===== src/rtl/rbc_pkg.sv =====
package rbc_pkg;

  localparam int unsigned NUM_LINES = 4;
  localparam int unsigned NUM_PAIRS = 8;
  localparam int unsigned WORD_W    = 2 * NUM_PAIRS;

  // pair slot positions (the far end decodes these)
  localparam int unsigned SLOT_XOFF  = 4;
  localparam int unsigned SLOT_DOWN  = 5;
  localparam int unsigned SLOT_RRST  = 6;
  localparam int unsigned SLOT_RSVD  = 7;

  typedef struct packed {
    logic                 rreset;
    logic                 down;
    logic                 xoff;
    logic [NUM_LINES-1:0] lines;
  } rbc_ctl_t;

  // Spread one bit per slot into a duplicated word; reserved slot left 00.
  function automatic logic [WORD_W-1:0] rbc_pack(input rbc_ctl_t c);
    logic [NUM_PAIRS-1:0] slot;
    logic [WORD_W-1:0]    w;
    slot = '0;
    slot[NUM_LINES-1:0] = c.lines;
    slot[SLOT_XOFF]     = c.xoff;
    slot[SLOT_DOWN]     = c.down;
    slot[SLOT_RRST]     = c.rreset;
    for (int p = 0; p < NUM_PAIRS; p++) begin
      w[2*p]   = slot[p];
      w[2*p+1] = slot[p];
    end
    return w;
  endfunction

endpackage


===== src/rtl/rbc_rst_sync.sv =====
module rbc_rst_sync #(
  parameter int unsigned STAGES = 2
) (
  input  logic clk,
  input  logic rst_n,
  output logic rst_n_sync
);
  logic [STAGES-1:0] sh_q;
  logic [STAGES-1:0] sh_d;

  always_comb sh_d = {sh_q[STAGES-2:0], 1'b1};

  always_ff @(posedge clk or negedge rst_n) begin
    if (!rst_n) sh_q <= '0;
    else        sh_q <= sh_d;
  end

  assign rst_n_sync = sh_q[STAGES-1];
endmodule


===== src/rtl/rbc_cadence.sv =====
module rbc_cadence #(
  parameter int unsigned IDLE_SLOTS = 7
) (
  input  logic clk,
  input  logic rst_n,
  output logic send
);
  localparam int unsigned PERIOD = IDLE_SLOTS + 1;
  localparam int unsigned CNT_W  = (PERIOD > 1) ? $clog2(PERIOD) : 1;
  localparam logic [CNT_W-1:0] LAST = CNT_W'(PERIOD - 1);

  logic [CNT_W-1:0] cnt_q;
  logic [CNT_W-1:0] cnt_d;

  always_comb begin
    if (cnt_q == LAST) cnt_d = '0;
    else               cnt_d = cnt_q + 1'b1;
  end

  always_ff @(posedge clk or negedge rst_n) begin
    if (!rst_n) cnt_q <= '0;
    else        cnt_q <= cnt_d;
  end

  assign send = (cnt_q == '0);
endmodule


===== src/rtl/rbc_encoder.sv =====
module rbc_encoder
  import rbc_pkg::*;
#(
  parameter int unsigned IDLE_SLOTS = 7
) (
  input  logic              clk,
  input  logic              rst_n,
  input  rbc_ctl_t          ctl,
  output logic [WORD_W-1:0] tx_word,
  output logic              tx_valid
);
  logic              send;
  logic [WORD_W-1:0] word_d;
  logic              valid_d;

  rbc_cadence #(.IDLE_SLOTS(IDLE_SLOTS)) u_cadence (
    .clk  (clk),
    .rst_n(rst_n),
    .send (send)
  );

  always_comb begin
    valid_d = send;
    word_d  = send ? rbc_pack(ctl) : '0;
  end

  always_ff @(posedge clk or negedge rst_n) begin
    if (!rst_n) begin
      tx_word  <= '0;
      tx_valid <= 1'b0;
    end else begin
      tx_word  <= word_d;
      tx_valid <= valid_d;
    end
  end

  // Checker-side gap counter, kept apart from the cadence counter
  logic [31:0] gap_q;
  logic        seen_q;
  always_ff @(posedge clk or negedge rst_n) begin
    if (!rst_n) begin
      gap_q  <= '0;
      seen_q <= 1'b0;
    end else if (tx_valid) begin
      gap_q  <= '0;
      seen_q <= 1'b1;
    end else begin
      gap_q  <= gap_q + 1;
    end
  end

  a_r5_cadence: assert property (@(posedge clk) disable iff (!rst_n)
    (tx_valid && seen_q) |-> (gap_q == IDLE_SLOTS));
  a_r5_gap_bound: assert property (@(posedge clk) disable iff (!rst_n)
    seen_q |-> (gap_q <= IDLE_SLOTS));
  a_r5_idle_quiet: assert property (@(posedge clk) disable iff (!rst_n)
    !tx_valid |-> (tx_word == '0));
  a_r4_reserved_zero: assert property (@(posedge clk) disable iff (!rst_n)
    tx_valid |-> (tx_word[2*SLOT_RSVD+1:2*SLOT_RSVD] == 2'b00));

  for (genvar p = 0; p < NUM_PAIRS; p++) begin : g_pair_chk
    a_r1_pair_dup: assert property (@(posedge clk) disable iff (!rst_n)
      tx_valid |-> (tx_word[2*p] == tx_word[2*p+1]));
  end
endmodule


===== src/rtl/rbc_pair_check.sv =====
module rbc_pair_check
  import rbc_pkg::*;
(
  input  logic [WORD_W-1:0] word,
  output rbc_ctl_t          ctl,
  output logic              bad
);
  logic [NUM_PAIRS-1:0] mism;
  logic [NUM_PAIRS-1:0] hi;

  for (genvar p = 0; p < NUM_PAIRS; p++) begin : g_pair
    assign mism[p] = word[2*p] ^ word[2*p+1];
    assign hi[p]   = word[2*p] & word[2*p+1];
  end

  always_comb begin
    bad        = |mism;
    ctl.lines  = hi[NUM_LINES-1:0];
    ctl.xoff   = hi[SLOT_XOFF];
    ctl.down   = hi[SLOT_DOWN];
    ctl.rreset = hi[SLOT_RRST];
  end
endmodule


===== src/rtl/rbc_decoder.sv =====
module rbc_decoder
  import rbc_pkg::*;
(
  input  logic              clk,
  input  logic              rst_n,
  input  logic [WORD_W-1:0] rx_word,
  input  logic              rx_valid,
  output rbc_ctl_t          held,
  output logic              rx_err
);
  rbc_ctl_t dec;
  logic     bad;
  logic     load_en;
  logic     err_d;
  rbc_ctl_t held_d;

  rbc_pair_check u_check (
    .word(rx_word),
    .ctl (dec),
    .bad (bad)
  );

  always_comb begin
    load_en = rx_valid & ~bad;
    err_d   = rx_valid & bad;
    held_d  = load_en ? dec : held;
  end

  always_ff @(posedge clk or negedge rst_n) begin
    if (!rst_n) begin
      held   <= '0;
      rx_err <= 1'b0;
    end else begin
      held   <= held_d;
      rx_err <= err_d;
    end
  end

  a_r7_discard_hold: assert property (@(posedge clk) disable iff (!rst_n)
    (rx_valid && bad) |=> $stable(held));
  a_r10_idle_hold: assert property (@(posedge clk) disable iff (!rst_n)
    !rx_valid |=> $stable(held));
  a_r8_err_cause: assert property (@(posedge clk) disable iff (!rst_n)
    (rx_valid && bad) |=> rx_err);
  a_r8_err_clean: assert property (@(posedge clk) disable iff (!rst_n)
    !(rx_valid && bad) |=> !rx_err);
endmodule


===== src/rtl/rbc_codec.sv =====
module rbc_codec
  import rbc_pkg::*;
#(
  parameter int unsigned IDLE_SLOTS = 7
) (
  input  logic        clk,
  input  logic        rst_n,
  input  logic [3:0]  line_in,
  input  logic        xoff_req,
  input  logic        down_req,
  input  logic        rreset_req,
  output logic [15:0] tx_word,
  output logic        tx_valid,
  input  logic [15:0] rx_word,
  input  logic        rx_valid,
  output logic [3:0]  line_out,
  output logic        xoff_out,
  output logic        far_down,
  output logic        far_reset,
  output logic        rx_err
);
  logic     rst_n_sync;
  rbc_ctl_t tx_ctl;
  rbc_ctl_t rx_held;

  rbc_rst_sync #(.STAGES(2)) u_rst (
    .clk       (clk),
    .rst_n     (rst_n),
    .rst_n_sync(rst_n_sync)
  );

  always_comb begin
    tx_ctl.lines  = line_in;
    tx_ctl.xoff   = xoff_req;
    tx_ctl.down   = down_req;
    tx_ctl.rreset = rreset_req;
  end

  rbc_encoder #(.IDLE_SLOTS(IDLE_SLOTS)) u_enc (
    .clk     (clk),
    .rst_n   (rst_n_sync),
    .ctl     (tx_ctl),
    .tx_word (tx_word),
    .tx_valid(tx_valid)
  );

  rbc_decoder u_dec (
    .clk     (clk),
    .rst_n   (rst_n_sync),
    .rx_word (rx_word),
    .rx_valid(rx_valid),
    .held    (rx_held),
    .rx_err  (rx_err)
  );

  assign line_out  = rx_held.lines;
  assign xoff_out  = rx_held.xoff;
  assign far_down  = rx_held.down;
  assign far_reset = rx_held.rreset;

  a_r11_reset_quiet: assert property (@(posedge clk)
    !rst_n_sync |-> (!tx_valid && !rx_err && rx_held == '0));
endmodule


===== config.mk =====
export PLATFORM = sky130hd
export DESIGN_NAME = rbc_codec
export DESIGN_NICKNAME = d
export VERILOG_FILES = /design/src/rtl/rbc_pkg.sv /design/src/rtl/rbc_rst_sync.sv /design/src/rtl/rbc_cadence.sv /design/src/rtl/rbc_encoder.sv /design/src/rtl/rbc_pair_check.sv /design/src/rtl/rbc_decoder.sv /design/src/rtl/rbc_codec.sv
export SDC_FILE = /design/constraint.sdc
export NUM_CORES = 1
export LEC_CHECK = 0
export CAP_MARGIN = 20
export CORE_MARGIN = 4
export CORE_UTILIZATION = 45
export DETAILED_ROUTE_END_ITERATION = 6
export DONT_BUFFER_PORTS = 1
export HOLD_SLACK_MARGIN = 0.02
export SYNTH_ARGS = -nofsm -noshare
export SYNTH_HDL_FRONTEND = slang
export SYNTH_HIERARCHICAL = 1
export SYNTH_SLANG_ARGS = --single-unit

===== constraint.sdc =====
create_clock -name clk -period 1.5 [get_ports clk]
set_input_delay 0.3 -clock clk [delete_from_list [all_inputs] [get_ports clk]]
set_output_delay 0.3 -clock clk [all_outputs]
set_load 0.03 [all_outputs]

# --- Word level (Yosys, flattened, before mapping) ---
# Cells that the tools add are included.
word_totals:
  register_bits: 30
  word_cells: 33
  out_inout_bits: 25
  inputBits: 26
classes:
  n_addsub: 1
  muxes: 2
  bitwise: 18
  n_eq_ne: 1
  n_reduce_logical: 2
ops:
  columns: ["op", "n"]
  rows:
  - ["2-to-1 mux 14 bit", 1]
  - ["bitwise AND 1 bit", 9]
  - ["OR reduction 8 bit", 1]
  - ["bitwise XOR 1 bit", 8]
  - ["adder 3 x 1 -> 3 bit (second input constant)", 1]
  - ["equality test 3 bit (second input constant)", 1]
  - ["zero test 3 bit", 1]
  - ["2-to-1 mux 3 bit", 1]
  - ["NOT 1 bit", 1]

# --- Longest topological paths before layout ---
# Gate-level depths: netlist (run 1).
logic_depth:
  depth_word: 4
  depth_mapped: 6
  ltp_nobuf: 5

# --- By module ---
# The synthesis (run 1) kept the hierarchy.
modules_own_cells:
  columns: ["module", "cells_each", "seq_area_each_um2", "n_inst", "area_per_inst_um2"]
  rows:
  - ["rbc_decoder", 18, 200.2, 1, 337.8]
  - ["rbc_encoder", 25, 200.2, 1, 315.3]
  - ["rbc_cadence", 10, 75.1, 1, 137.6]
  - ["rbc_pair_check", 11, 0.0, 1, 118.9]
  - ["rbc_rst_sync", 3, 50.0, 1, 53.8]

# --- Worst setup path before layout (run 1) ---
# Ideal clock, no wire load.
synth_timing:
  kind: "input -> register"
  startpoint: "input port rx_word[6]"
  endpoint: "register u_dec/held[0] in the netlist's numbering"
  path_stages: 6
  required_time_ps: 1375
  path_buffers: 1
  t_arrival_ps: 1534
  slack_ps: -159
  path_cell_list: "ha_1 nor4_2 nand3_1 nor2b_4 buf_6 mux2_4"
synth_via:
  elab_chain_cells: 4
synth_rtl:
  columns: ["element", "line_no", "rtl"]
  rows:
  - ["from (decl)", "rbc_codec.sv:14", "input logic [15:0] rx_word,"]
  - ["bitwise XOR 1 bit", "rbc_pair_check.sv:12", "assign mism[p] = word[2*p] ^ word[2*p+1];"]
  - ["OR reduction 8 bit", "rbc_pair_check.sv:17", "bad = |mism;"]
  - ["net u_dec.bad", "rbc_decoder.sv:12", "logic bad;"]
  - ["NOT 1 bit", "rbc_decoder.sv:24", "load_en = rx_valid & ~bad;"]
  - ["bitwise AND 1 bit", "rbc_decoder.sv:24", null]
  - ["to (signal assigned)", "rbc_decoder.sv:34", "held <= held_d;"]
  - ["to (decl)", "rbc_decoder.sv:8", "output rbc_ctl_t held,"]
# The timed path passes the listed nets, and every way through them passes these cells.
# A chain may end at the register's enable or synchronous reset.

# --- Worst setup path in the final report (run 1) ---
layout_timing:
  startpoint: "input port rx_word[0]"
  endpoint: "register u_dec/held[1] in the netlist's numbering"
# Same word-level chain as after synthesis.

==> results.sh, run 1 <==
export IMPL_track_usage_pct=10.6
export IMPL_critPathKind="input pin to register"
export IMPL_grt_pass1_vias=497
export IMPL_start_util_pct=48.1
export IMPL_drv_slew=0
export IMPL_ant_nets=0
export IMPL_cts_resized=0
export IMPL_rows=16
export IMPL_drive_above_1_share_pct=28.6
export IMPL_worstMarginPinSlew_ps=702
export IMPL_cts_sinks=21
export IMPL_gp_congestion=0.671
export IMPL_cts_hold_buf=1
export IMPL_vias=451
export IMPL_final_nets=100
export IMPL_yosysWarnings=6
export IMPL_startpoint_type="input pin"
export IMPL_max_cap_viol_count=0
export IMPL_cts_tree="yes"
export IMPL_synth_distinct_cells=15
export IMPL_core_area_sq_mm=0.00200
export IMPL_antenna_found_initial=0
export IMPL_ir_drop_mv=0.508
export IMPL_p_leak_uw=0.000489
export IMPL_finalPower_uw=951
export IMPL_finalNonFillerCells=90
export IMPL_cts_root_buf="clkbuf_4"
export IMPL_post_place_ws_ps=-228
export IMPL_fin_crit_sh_pct=91.9
export IMPL_netlist_area_sq_um=963
export IMPL_areaGrowthSynthToFinish_pct=3.77
export IMPL_numCtsBuffers=3
export IMPL_fin_tns_setup_ps=0
export IMPL_hold_viol_final=0
export IMPL_drc_errors=0
export IMPL_die_h_microns=54.3
export IMPL_drt_initial_drc_count=2
export IMPL_end_kind="register"
export IMPL_ioPinCount=51
export IMPL_cp_max_fo=7
export IMPL_drt_pass1_iterations=4
export IMPL_grt_pass1_wl_mm=2.24
export IMPL_wire_per_inst_microns=15.5
export IMPL_rsz0062_at_grt="no"
export IMPL_holdCritPathClass="input pin to register"
export IMPL_clockBufferDepth=2
export IMPL_cp_required_ps=1690
export IMPL_clk_insertion_delay_late_ps=300
export IMPL_die_area_sq_mm=0.00295
export IMPL_syn_avg_cell_area_sq_um=14.4
export IMPL_clk_pin_slew_ps=130
export IMPL_grt_ovfl_total=0
export IMPL_io_buffers=0
export IMPL_cts_setup_buffers=0
export IMPL_crit_arrival_ps=1570
export IMPL_worst_slack_ps=122
export IMPL_h_tree_depth=1
export IMPL_clock_skew_ps=14.4
export IMPL_slew_headroom_pct=53.2
export IMPL_syn_instance_count=67
export IMPL_die_x_microns=54.3
export IMPL_diodes=0
export IMPL_viasPerCell=5.01
export IMPL_ys_seq_area_share_pct=54.5
export IMPL_dp_cells=85
export IMPL_grt_max_degree=20
export IMPL_cellPowerDensity_mw_per_mm2=951
export IMPL_ys_ff_latch=21
export IMPL_period_needed_ps=1380
export IMPL_setup_viol=0
export IMPL_holdWs_ps=117
export IMPL_finalWirelength_mm=1.39
export IMPL_fmax_mhz=726
export IMPL_outcome="completed"
## per-stage QoR
stage / area (sq um) / util [%]
3_5_place_dp: 960 / 47.9
5_1_grt: 1000 / 49.9
4_1_cts: 1000 / 49.9
2_1_floorplan: 1000 / -
6_report: 1000 / 49.9
3_3_place_gp: 960 / 47.9
## final cells by class
class                      count  area (sq um)
fill                         179          1000
sequential                    21           526
multi-input combinational     35           393
tap                           27          33.8
clock buffer                   3          22.5
timing repair buffer           1          10.0
clock inverter                 1          7.51
inverter                       2          7.51
## critical path, cell delays in order
cell and delay (ps):
ha_4 210, nor4_2 270, nand3_1 170, nor2b_4 290, mux2_4 330
## cell usage in the layout (no fill, tap or decap), types with 2 or more instances in the layout
cell type	instances
nor2b_4	2
conb_1	3
and2_1	7
inv_1	2
ha_1	7
mux2_4	7
ha_4	3
dfrtp_1	21
clkbuf_4	3
## cell families (layout without fill, tap and decap cells)
group         after synthesis  after routing  synth area share, %
xor+xnor                    1              1                0.909
fa+ha+maj                  10             10                 13.0
buf+inv                    12              7                 8.96
flops                      21             21                 54.5
mux                         7              7                 10.9
other cells                 2              3                0.780
simple gates               14             14                 10.9
## report_power, final
part | switching (uW) | leakage (uW) | internal [uW]
Combinational | 24.1 | 0.000185 | 38.0
Clock | 170 | 0.0000139 | 101
Sequential | 37.9 | 0.000289 | 579
## sequential cells by signal (all words and copies together) (netlist names)
| register | count |
|---|---|
| u_dec/held | 7 |
| u_enc/tx_word | 7 |
| u_enc/u_cadence/cnt_q | 3 |
| u_rst/sh_q | 2 |
| u_dec/rx_err | 1 |
| u_enc/tx_valid | 1 |
## layer usage
metal  global-route usage [%]  up-vias  wire length (microns)
met2                     18.1       37                    722
met5                        0        -                      0
met1                     12.7      215                    539
met4                     4.98        0                      0
met3                     2.18        0                    129
li1                         -      199                      -
## cells in the mapped netlist
master	count	area (sq um)
xnor2_1	1	8.76
nor2b_4	2	27.5
mux2_4	7	105
and2_2	1	7.51
dfrtp_1	21	526
nor2_1	1	3.75
nor4_2	1	12.5
nor3_1	1	5.00
conb_1	2	7.51
ha_1	10	125
buf_4	9	67.6
and2_1	7	43.8
buf_6	1	11.3
nand3_1	1	5.00
inv_1	2	7.51
## path summary, 6_finish.rpt
| check | slack [ps] | start | cells after the start | to |
|---|---|---|---|---|
| worst min register to register | 300 | u_rst/sh_q[1] | 0 | u_enc/tx_word[9] |
| min in group asynchronous | 210 | rst_n | 1 | u_rst/sh_q[0] |
| max in group asynchronous | 740 | u_rst/sh_q[1] | 0 | u_enc/u_cadence/cnt_q[1] |
| worst min-delay path | 120 | rreset_req | 1 | u_enc/tx_word[12] |
| worst max-delay path | 120 | rx_word[0] | 5 | u_dec/held[1] |
| worst max register to register | 480 | u_enc/u_cadence/cnt_q[0] | 4 | u_enc/tx_word[7] |
(Power assumes the default switching activity.)
==> run 2, diff against run 1 <==
- CORE_UTILIZATION: 45 -> 64
- PLACE_DENSITY: not set -> 0.8
==> results.sh, run 2 (synthesis results as in run 1) <==
export IMPL_outcome="completed"
export IMPL_grt_max_degree=20
export IMPL_layout_cells_most_common="dfrtp_1"
export IMPL_fin_crit_sh_pct=93.4
export IMPL_holdPathStages=1
export IMPL_cts_root_buf="clkbuf_4"
export IMPL_global_route_peak_usage_layer="met2"
export IMPL_period_needed_ps=1400
export IMPL_diodes=0
export IMPL_clkPwrFrac_pct=26.9
export IMPL_ir_drop_mv=0.670
export IMPL_crit_arrival_ps=1580
export IMPL_cts_tree="yes"
export IMPL_max_stage_delay_ps=330
export IMPL_clk_insertion_delay_late_ps=280
export IMPL_cellPowerDensity_mw_per_mm2=944
export IMPL_setup_viol=0
export IMPL_ioPinCount=51
export IMPL_switching_power_uw=212
export IMPL_worstMarginPinSlew_ps=691
export IMPL_slew_headroom_pct=53.9
export IMPL_wire_per_inst_microns=16.6
export IMPL_die_x_microns=46.8
export IMPL_finalWirelength_mm=1.29
export IMPL_power_frac_seq_pct=66.5
export IMPL_drc_errors=0
export IMPL_holdCritPathClass="input pin to register"
export IMPL_areaGrowthSynthToFinish_pct=1.95
export IMPL_drt_initial_drc_count=5
export IMPL_drv_slew=0
export IMPL_startpoint_type="input pin"
export IMPL_path_delay_family="simple AND/OR/NAND/NOR gates"
export IMPL_reg2reg_depth=4
export IMPL_reg_top3="u_dec/held (7), u_enc/tx_word (7), u_enc/u_cadence/cnt_q (3)"
export IMPL_hold_viol_final=0
export IMPL_p_int_uw=716
export IMPL_end_kind="register"
export IMPL_gp_congestion=0.686
export IMPL_use_met1_pct=14.4
export IMPL_cp_max_fo=7
export IMPL_path_cells="ha_4 -> nor4_2 -> nand3_1 -> nor2b_4 -> mux2_4"
export IMPL_p_leak_uw=0.000492
export IMPL_clock_skew_ps=3.69
export IMPL_die_area_sq_mm=0.00219
export IMPL_h_tree_depth=1
export IMPL_drive_above_1_share_pct=28.6
export IMPL_ant_nets=0
export IMPL_fin_tns_setup_ps=0
export IMPL_rows=13
export IMPL_crit_slowest_cell="mux2_4"
export IMPL_grt_ovfl_total=0
export IMPL_start_util_pct=70.5
export IMPL_p_comb_share_pct=6.6
export IMPL_cts_resized=0
export IMPL_path_depth=5
export IMPL_grt_pass1_vias=477
export IMPL_fmax_mhz=714
export IMPL_final_nets=100
export IMPL_final_core_util_pct=71.9
export IMPL_layout_common_cells="dfrtp_1 (21), mux2_4 (7), ha_1 (7), and2_1 (7)"
export IMPL_post_place_ws_ps=-241
export IMPL_cts_sinks=21
export IMPL_switching_share_pct=22.8
export IMPL_path_buf_inv=0
export IMPL_io_buffers=0
export IMPL_fill_cells=95
export IMPL_grt_pass1_wl_mm=1.98
export IMPL_antenna_found_initial=0
export IMPL_rsz0062_at_grt="no"
export IMPL_cts_setup_buffers=0
export IMPL_cp_required_ps=1680
export IMPL_core_area_sq_mm=0.00137
export IMPL_worst_slack_ps=98.7
export IMPL_drt_pass1_iterations=4
export IMPL_grt_met2_usage_pct=22.8
export IMPL_use_met3_pct=3.83
export IMPL_clk_pin_slew_ps=110
export IMPL_hpwl_mm=1.06
export IMPL_track_usage_pct=13.3
export IMPL_clockBufferDepth=2
export IMPL_die_h_microns=46.8
export IMPL_viasPerCell=5.49
export IMPL_numCtsBuffers=3
export IMPL_critPathKind="input pin to register"
export IMPL_max_cap_viol_count=0
export IMPL_vias=428
## run 2: worst reg2reg max path: cells and delay by family (launching register included)
family / cells / cell delay (ps)
simple gates: 2 / 350
flops: 1 / 410
fa+ha+maj: 1 / 140
buf+inv: 1 / 70
## run 2: final cells by class
type / instances / area (sq um) / area share (%)
clock inverter: 1 / 5.00 / 0.510
clock buffer: 3 / 22.5 / 2.29
tap: 15 / 18.8 / 1.91
timing repair buffer: 1 / 10.0 / 1.02
sequential: 21 / 526 / 53.5
multi-input combinational: 35 / 393 / 40.0
inverter: 2 / 7.51 / 0.764
## run 2: power by group through the flow
stage,Clock [uW],Sequential [uW],Combinational [uW]
after floorplan,0,624,56.9
after global placement,0,629,58.1
after detailed placement,0,629,60.4
after CTS,260,618,62.7
after global routing,285,621,71.1
final,249,617,61.4
## run 2: metrics by stage
step                      cell area [sq um]  power [uW]  cells  hold WS, ps
after global placement                  945         687     73         4.46
after floorplan                        1000         681     68         4.41
after detailed placement                945         689     73         4.46
after global routing                    982         977     78          123
final                                   982         927     78          132
after CTS                               982         941     78          125
## run 2: layer usage
metal,wire [microns],share of wire (%),vias up
met5,0,0,-
met4,32,2.5,0
met3,169,13,2
met2,629,49,37
met1,460,36,193
li1,-,-,196
## run 2: worst paths after layout
check | startpoint | to | slack [ps]
worst max register to register | u_enc/u_cadence/cnt_q[0] | u_enc/tx_word[3] | 480
max in group asynchronous | u_rst/sh_q[1] | u_enc/tx_word[9] | 770
min in group asynchronous | rst_n | u_rst/sh_q[0] | 230
worst min register to register | u_rst/sh_q[1] | u_enc/tx_word[3] | 290
worst max-delay path | rx_word[0] | u_dec/held[1] | 100
worst min-delay path | line_in[3] | u_enc/tx_word[7] | 130
## run 2: timing repair
| action | 4_1_cts | 5_1_grt |
|---|---|---|
| endpoints found under the setup margin | 0 | 0 |
| hold buffers | 1 | 0 |
| hold endpoints to repair | 2 | 0 |
